<file path="src/rtl/fog_pkg.sv">
// Shared select encodings for the frequency output generator.
package fog_pkg;
    typedef enum logic [2:0] {
        SEL_XTAL   = 3'd0,
        SEL_DIV2   = 3'd1,
        SEL_DIV4   = 3'd2,
        SEL_DIV8   = 3'd3,
        SEL_MAINS  = 3'd4,
        SEL_SEC    = 3'd5,
        SEL_HIGH   = 3'd6,
        SEL_LOW    = 3'd7
    } fsel_e;
endpackage

</file>
<file path="src/rtl/fog_sync.sv">
// Input synchronizer with rising-edge detect.
// Assumes the sampled signal holds each level for at least two clk cycles.
module fog_sync #(
    parameter int STAGES = 2
) (
    input  logic clk,
    input  logic rst_n,
    input  logic d_i,
    output logic lvl_o,
    output logic rise_o
);
    logic [STAGES:0] sh_q;

    // Shift the raw input through the synchronizer chain plus one history flop.
    always_ff @(posedge clk) begin
        if (!rst_n) sh_q <= '0;
        else        sh_q <= {sh_q[STAGES-1:0], d_i};
    end

    assign lvl_o  = sh_q[STAGES-1];
    assign rise_o = sh_q[STAGES-1] & ~sh_q[STAGES];
endmodule

</file>
<file path="src/rtl/fog_xtal_div.sv">
// Binary divider clocked by crystal rising edges.
// Outputs the /2, /4 and /8 taps and the top bit as the crystal-derived slow tap.
// Assumes W >= 4.
module fog_xtal_div #(
    parameter int W = 15
) (
    input  logic       clk,
    input  logic       rst_n,
    input  logic       rise_i,
    output logic [3:0] tap_o
);
    logic [W-1:0] cnt_q;

    // Count crystal rising edges; wraps at 2^W.
    always_ff @(posedge clk) begin
        if (!rst_n)      cnt_q <= '0;
        else if (rise_i) cnt_q <= cnt_q + 1'b1;
    end

    assign tap_o = {cnt_q[W-1], cnt_q[2], cnt_q[1], cnt_q[0]};


    xcnt_step_chk: assert property (@(posedge clk) disable iff (!rst_n)
        (cnt_q == $past(cnt_q)) || (cnt_q == $past(cnt_q) + 1'b1));
endmodule

</file>
<file path="src/rtl/fog_ac_div.sv">
// Divides AC rising edges to 1 Hz.
// A prescaler of P50 or P60 edges gives tenths; a modulo-SEC counter gives seconds.
// sec_o is high for the first half of each second.
// Assumes mains60_i is quasi-static and synchronous to clk.
module fog_ac_div #(
    parameter int P50 = 5,
    parameter int P60 = 6,
    parameter int SEC = 10
) (
    input  logic clk,
    input  logic rst_n,
    input  logic rise_i,
    input  logic mains60_i,
    output logic sec_o
);
    localparam int PMAX = (P60 > P50) ? P60 : P50;
    localparam int PW   = $clog2(PMAX + 1);
    localparam int SW   = $clog2(SEC + 1);

    logic [PW-1:0] pre_q;
    logic [SW-1:0] ten_q;
    logic [PW-1:0] pre_lim;
    logic          tick;

    assign pre_lim = mains60_i ? PW'(P60 - 1) : PW'(P50 - 1);
    assign tick    = rise_i && (pre_q >= pre_lim);

    // Prescaler: counts AC edges and wraps at the mains-dependent limit.
    always_ff @(posedge clk) begin
        if (!rst_n)      pre_q <= '0;
        else if (rise_i) pre_q <= tick ? '0 : pre_q + 1'b1;
    end

    // Tenths counter: advances once per prescaler wrap, modulo SEC.
    always_ff @(posedge clk) begin
        if (!rst_n)    ten_q <= '0;
        else if (tick) ten_q <= (ten_q == SW'(SEC - 1)) ? '0 : ten_q + 1'b1;
    end

    assign sec_o = (ten_q < SW'(SEC / 2));


    pre_range_chk: assert property (@(posedge clk) disable iff (!rst_n)
        pre_q < PW'(PMAX));

    ten_range_chk: assert property (@(posedge clk) disable iff (!rst_n)
        ten_q < SW'(SEC));
endmodule

</file>
<file path="src/rtl/freq_out_gen.sv">
// Selectable frequency output generator (top).
// Holds the written configuration and builds the eight candidate sources.
// Commits source changes through a guard so the registered pin never shows a runt.
// Assumes ac_ok_i, mains60_i and on_bat_i are synchronous to clk.
module freq_out_gen
    import fog_pkg::*;
#(
    parameter int XCNT_W      = 15,
    parameter int PRE_50      = 5,
    parameter int PRE_60      = 6,
    parameter int SEC_DIV     = 10,
    parameter int SYNC_STAGES = 2
) (
    input  logic       clk,
    input  logic       rst_n,
    input  logic       xtal_i,
    input  logic       ac_i,
    input  logic       ac_ok_i,
    input  logic       mains60_i,
    input  logic       on_bat_i,
    input  logic       cfg_wr_i,
    input  logic [2:0] cfg_sel_i,
    input  logic       cfg_bat_en_i,
    output logic       fout_o
);
    localparam int NSRC = 2;

    logic [NSRC-1:0] raw_in;
    logic [NSRC-1:0] lvl;
    logic [NSRC-1:0] rise;
    logic [3:0]      xtap;
    logic            ac_sec;

    assign raw_in = {ac_i, xtal_i};

    // Crystal in index 0, AC in index 1.
    for (genvar g = 0; g < NSRC; g++) begin : g_sync
        fog_sync #(.STAGES(SYNC_STAGES)) u_sync (
            .clk   (clk),
            .rst_n (rst_n),
            .d_i   (raw_in[g]),
            .lvl_o (lvl[g]),
            .rise_o(rise[g])
        );
    end

    fog_xtal_div #(.W(XCNT_W)) u_xdiv (
        .clk   (clk),
        .rst_n (rst_n),
        .rise_i(rise[0]),
        .tap_o (xtap)
    );

    fog_ac_div #(.P50(PRE_50), .P60(PRE_60), .SEC(SEC_DIV)) u_adiv (
        .clk      (clk),
        .rst_n    (rst_n),
        .rise_i   (rise[1]),
        .mains60_i(mains60_i),
        .sec_o    (ac_sec)
    );

    fsel_e sel_q;
    logic  ben_q;
    fsel_e act_sel_q;
    logic  act_off_q;
    logic  act_qual_q;

    // Configuration register, loaded only on the write strobe.
    always_ff @(posedge clk) begin
        if (!rst_n) begin
            sel_q <= SEL_LOW;
            ben_q <= 1'b0;
        end else if (cfg_wr_i) begin
            sel_q <= fsel_e'(cfg_sel_i);
            ben_q <= cfg_bat_en_i;
        end
    end

    logic       tgt_off;
    logic [7:0] src_cur;
    logic [7:0] src_new;
    logic       cur_val;
    logic       new_val;
    logic       differ;
    logic       can_leave;
    logic       can_enter;
    logic       do_sw;

    assign tgt_off = on_bat_i & ~ben_q;

    // Candidate source vectors, indexed by select code, for committed and requested 1 Hz origin.
    always_comb begin
        src_cur = {1'b0, 1'b1, (act_qual_q ? ac_sec : xtap[3]), lvl[1],
                   xtap[2], xtap[1], xtap[0], lvl[0]};
        src_new = {1'b0, 1'b1, (ac_ok_i ? ac_sec : xtap[3]), lvl[1],
                   xtap[2], xtap[1], xtap[0], lvl[0]};
    end

    // Switchover guard: decide whether the requested setting may be committed now.
    always_comb begin
        cur_val   = act_off_q ? 1'b0 : src_cur[act_sel_q];
        new_val   = tgt_off ? 1'b0 : src_new[sel_q];
        differ    = (tgt_off != act_off_q) || (sel_q != act_sel_q) || (ac_ok_i != act_qual_q);
        can_leave = !fout_o || (!act_off_q && act_sel_q == SEL_HIGH);
        can_enter = !new_val || (!tgt_off && sel_q == SEL_HIGH);
        do_sw     = differ && can_leave && can_enter;
    end

    // Committed setting and registered output pin.
    always_ff @(posedge clk) begin
        if (!rst_n) begin
            act_off_q  <= 1'b1;
            act_sel_q  <= SEL_LOW;
            act_qual_q <= 1'b0;
            fout_o     <= 1'b0;
        end else begin
            fout_o <= do_sw ? new_val : cur_val;
            if (do_sw) begin
                act_off_q  <= tgt_off;
                act_sel_q  <= sel_q;
                act_qual_q <= ac_ok_i;
            end
        end
    end


    sw_when_low_chk: assert property (@(posedge clk) disable iff (!rst_n)
        ((act_off_q != $past(act_off_q)) || (act_sel_q != $past(act_sel_q)) ||
         (act_qual_q != $past(act_qual_q)))
        |-> (!$past(fout_o) || $past(!act_off_q && act_sel_q == SEL_HIGH)));

    static_low_chk: assert property (@(posedge clk) disable iff (!rst_n)
        (!act_off_q && act_sel_q == SEL_LOW && $past(!act_off_q && act_sel_q == SEL_LOW))
        |-> !fout_o);

    static_high_chk: assert property (@(posedge clk) disable iff (!rst_n)
        (!act_off_q && act_sel_q == SEL_HIGH && $past(!act_off_q && act_sel_q == SEL_HIGH))
        |-> fout_o);

    gated_low_chk: assert property (@(posedge clk) disable iff (!rst_n)
        (act_off_q && $past(act_off_q)) |-> !fout_o);
endmodule

</file>
<file path="config.mk">
export PLATFORM = sky130hd
export DESIGN_NAME = freq_out_gen
export DESIGN_NICKNAME = d
export VERILOG_FILES = /design/src/rtl/fog_pkg.sv /design/src/rtl/fog_sync.sv /design/src/rtl/fog_xtal_div.sv /design/src/rtl/fog_ac_div.sv /design/src/rtl/freq_out_gen.sv
export SDC_FILE = /design/constraint.sdc
export NUM_CORES = 1
export LEC_CHECK = 0
export ABC_AREA = 1
export BUFFER_PORTS_ARGS = -buffer_cell sky130_fd_sc_hd__buf_2
export CAP_MARGIN = 30
export CELL_PAD_IN_SITES_DETAIL_PLACEMENT = 1
export CELL_PAD_IN_SITES_GLOBAL_PLACEMENT = 2
export CORE_ASPECT_RATIO = 1.4
export CORE_MARGIN = 4
export CORE_UTILIZATION = 30
export CTS_CLUSTER_SIZE = 40
export DETAILED_ROUTE_END_ITERATION = 12
export PLACE_DENSITY = 0.74
export SLEW_MARGIN = 15
export SYNTH_ARGS = -nofsm -noshare
export SYNTH_HDL_FRONTEND = slang
export SYNTH_SLANG_ARGS = --single-unit
</file>
<file path="constraint.sdc">
create_clock -name clk -period 1.45 [get_ports clk]
set_input_delay 0 -clock clk [delete_from_list [all_inputs] [get_ports clk]]
set_output_delay 0 -clock clk [all_outputs]
set_load 0.1 [all_outputs]
</file>
==> out/results.ini <==
[outcome]
status = finished clean

[grt]
antenna_found_initial = 0
grt_pass1_vias = 1791
grt-ovfl-total = 0
grt_start_max_net_pins = 27
grt_pass1_wl_mm = 7.866
grt_usage_pct = 13.65

[logic_synthesis]
synthesis.nets = 273
yosysUniqueCellTypes = 28
ys_ff_latch = 38
synth_cells = 258
synth.avg_cell_area_sq_um = 7.095
syn_area_sq_um = 1831
ys_warn_count = 0
yosysSeqAreaShare_pct = 41.56

[placement]
dp_hpwl_mm = 3.516
numPortBuffers = 12
place_area_sq_um = 2088
place_congestion = 0.7615

[clock_network]
clk_path_buf_depth = 2
clock_sinks = 38
htreeDepth = 2
cts_buffers = 5
root_buffer = clkbuf_8
clock_latency_ps = 290
clkTransAtPathRegs_ps = 80
cts_tree = done

[power]
p_leak_nw = 1.112
powerDensity_nw_per_um2 = 945.1
seqPwrFrac_pct = 49.9
power.switching_mw = 0.6438
intPower_mw = 1.634
ir_worst_vdd_uv = 429.4
swShare_pct = 28.27
power.total_mw = 2.277
power_frac_clock_pct = 31.8
power_frac_comb_pct = 18.3

[setup_path]
cp_num_buf_inv = 2
cp.required_ps = 1640
start_kind = flip-flop
path_cells = buf_6, nand2_2, nor3_4, nand3_2, inv_2, nand3b_4, nor2_4, nand2_1, nand2_1, nor2_1
cp.arrival_ps = 1590
crit_path_frequent_cell = nand2_1
worst_setup_path_end_kind = flip-flop
critical_path.max_fanout = 3
cpPeakStageDelay_ps = 370
crit_family = simple AND/OR/NAND/NOR gates
worstSetupPathType = flip-flop to flip-flop
critPathSlowestCell = dfxtp_4

[sta]
fin_setup_tns_ps = 0
worst_pin_slew_ps = 485.3
setup_viol = 0
min_period_ps = 1405
fmax_mhz = 711.8
rsz0062_at_grt = true
hold_viol_final = 0
slew_headroom_pct = 67.87
slew_viol_final = 0
skew_ps = 9.976
period_share_pct = 96.89
hold_ws_ps = 7.195

[finish]
drive_gt1_share_pct = 27.81
n_antenna_cell = 0
design_area_sq_um = 2410
layout.nets = 318
area_delta_synth_final_pct = 31.65

[routing]
vias = 1768
dr.pass1.iters = 4
drcViolationCount = 0
wl_per_cell_um = 12.88
initialDrtViolationCount = 50
ant_nets = 0
vias_per_cell = 4.753
drt_wl_total_mm = 4.792

[floorplan]
ios = 13
start_util_pct = 31.00
core_sq_um = 5904
die_h_um = 100.4
die_area_sq_um = 7433
die_x_um = 74.02
fp-row-count = 33

[flow_run]
cap_violations = 0

[hold_path]
hold_class = input port to flip-flop

[per-stage QoR]
| stage | std cells | worst slack (ps) | util, % |
|---|---|---|---|
| after floorplan | 258 | 59.40 | - |
| after global placement | 353 | -80.91 | 35.37 |
| after detailed placement | 353 | -92.06 | 35.37 |
| after CTS | 368 | -9.346 | 38.53 |
| after global routing | 372 | -79.69 | 40.81 |
| final | 372 | 45.15 | 40.81 |
[cell usage in the layout (no fill, tap or decap), drive strengths merged]
master | synthesis | final
a211oi | 1 | 1
a21oi | 25 | 25
a31oi | 2 | 2
and3 | 1 | 1
buf | 0 | 34
clkbuf | 3 | 6
clkinv | 1 | 1
dfxtp | 38 | 38
dlygate4sd3 | 0 | 7
ha | 3 | 3
inv | 41 | 41
nand2 | 60 | 60
nand3 | 26 | 26
nand3b | 1 | 1
nand4 | 3 | 3
nor2 | 22 | 22
nor3 | 4 | 4
o21ai | 18 | 18
o22ai | 1 | 1
o31ai | 1 | 1
xnor2 | 1 | 1
xor2 | 6 | 6
[sequential cells by signal, indices dropped and copies added (netlist names)]
| signal | count |
|---|---|
| sel_q | 3 |
| fout_o | 1 |
| act_qual_q | 1 |
| u_xdiv.cnt_q | 15 |
| g_sync.u_sync.sh_q | 6 |
| act_off_q | 1 |
| u_adiv.pre_q | 3 |
| u_adiv.ten_q | 4 |
| ben_q | 1 |
| act_sel_q | 3 |
[worst register-to-register path: stages (launching register included)]
cell	delay [ps]
dfxtp_4	370
buf_6	100
nand2_2	70
nor3_4	220
nand3_2	110
inv_2	90
nand3b_4	100
nor2_4	110
nand2_1	50
nand2_1	50
nor2_1	40
[synthesized netlist by cell type (all sizes together)]
library cell,count,area share [%]
nand3,26,7.9
and3,1,0.34
ha,3,2.1
nand2,60,13
xnor2,1,0.48
clkbuf,3,0.62
o22ai,1,0.34
o31ai,1,0.41
xor2,6,2.9
clkinv,1,0.20
a211oi,1,0.41
a21oi,25,7.0
inv,41,8.4
nand4,3,1.0
nand3b,1,1.1
a31oi,2,0.68
dfxtp,38,42
o21ai,18,4.9
nor3,4,1.7
nor2,22,5.2
[power by group through the flow]
stage	sequential, mW	combinational (mW)	clock (mW)
after global routing	1.14	0.475	0.811
after floorplan	1.16	0.225	0
after global placement	1.16	0.373	0
final	1.14	0.417	0.724
after detailed placement	1.16	0.375	0
after CTS	1.13	0.392	0.770
[cells by family (layout without fill, tap and decap cells)]
group | after synthesis | in the layout | share of synthesized area [%]
and+or+nand+nor | 117 | 117 | 30.01
AOI/OAI and AO/OA | 48 | 48 | 13.81
buffers and inverters | 45 | 89 | 9.228
DFF | 38 | 38 | 41.56
xor gates and xnor gates | 7 | 7 | 3.349
adders and majority gates | 3 | 3 | 2.051
[routing by layer]
layer | routed length [um] | vias up | global-route usage (%) | part of all wire, %
met5 | 0 | - | 0 | 0
met4 | 78 | 0 | 5.021 | 1.6
met3 | 103 | 7 | 2.405 | 2.1
met2 | 2602 | 15 | 25.14 | 54
met1 | 2007 | 827 | 15.16 | 42
li1 | - | 919 | - | -
[cell type report]
cell class | count | area, sq um
Inverter | 42 | 160.2
Tap cell | 70 | 87.58
Timing Repair Buffer | 41 | 299.0
Sequential cell | 38 | 777.0
Fill cell | 764 | 3495
Clock buffer | 6 | 82.58
Multi-Input combinational cell | 175 | 1003
[worst paths after layout]
kind	start	to	cells after the start	slack, ps
max	u_xdiv.cnt_q[1]	u_xdiv.cnt_q[13]	10	50
min reg2reg	g_sync[1].u_sync.sh_q[0]	g_sync[1].u_sync.sh_q[1]	2	420
max reg2reg	u_xdiv.cnt_q[1]	u_xdiv.cnt_q[13]	10	50
min	cfg_wr_i	sel_q[2]	2	7
[timing repair]
action / in CTS / in global routing
buffers inserted: 2 / 4
hold buffers: 7 / 0
hold endpoints to repair: 9 / 0
resized for setup: 6 / 31
pin swaps: 3 / 19
setup endpoints to repair: 4 / 17
(Power assumes the default switching activity.)
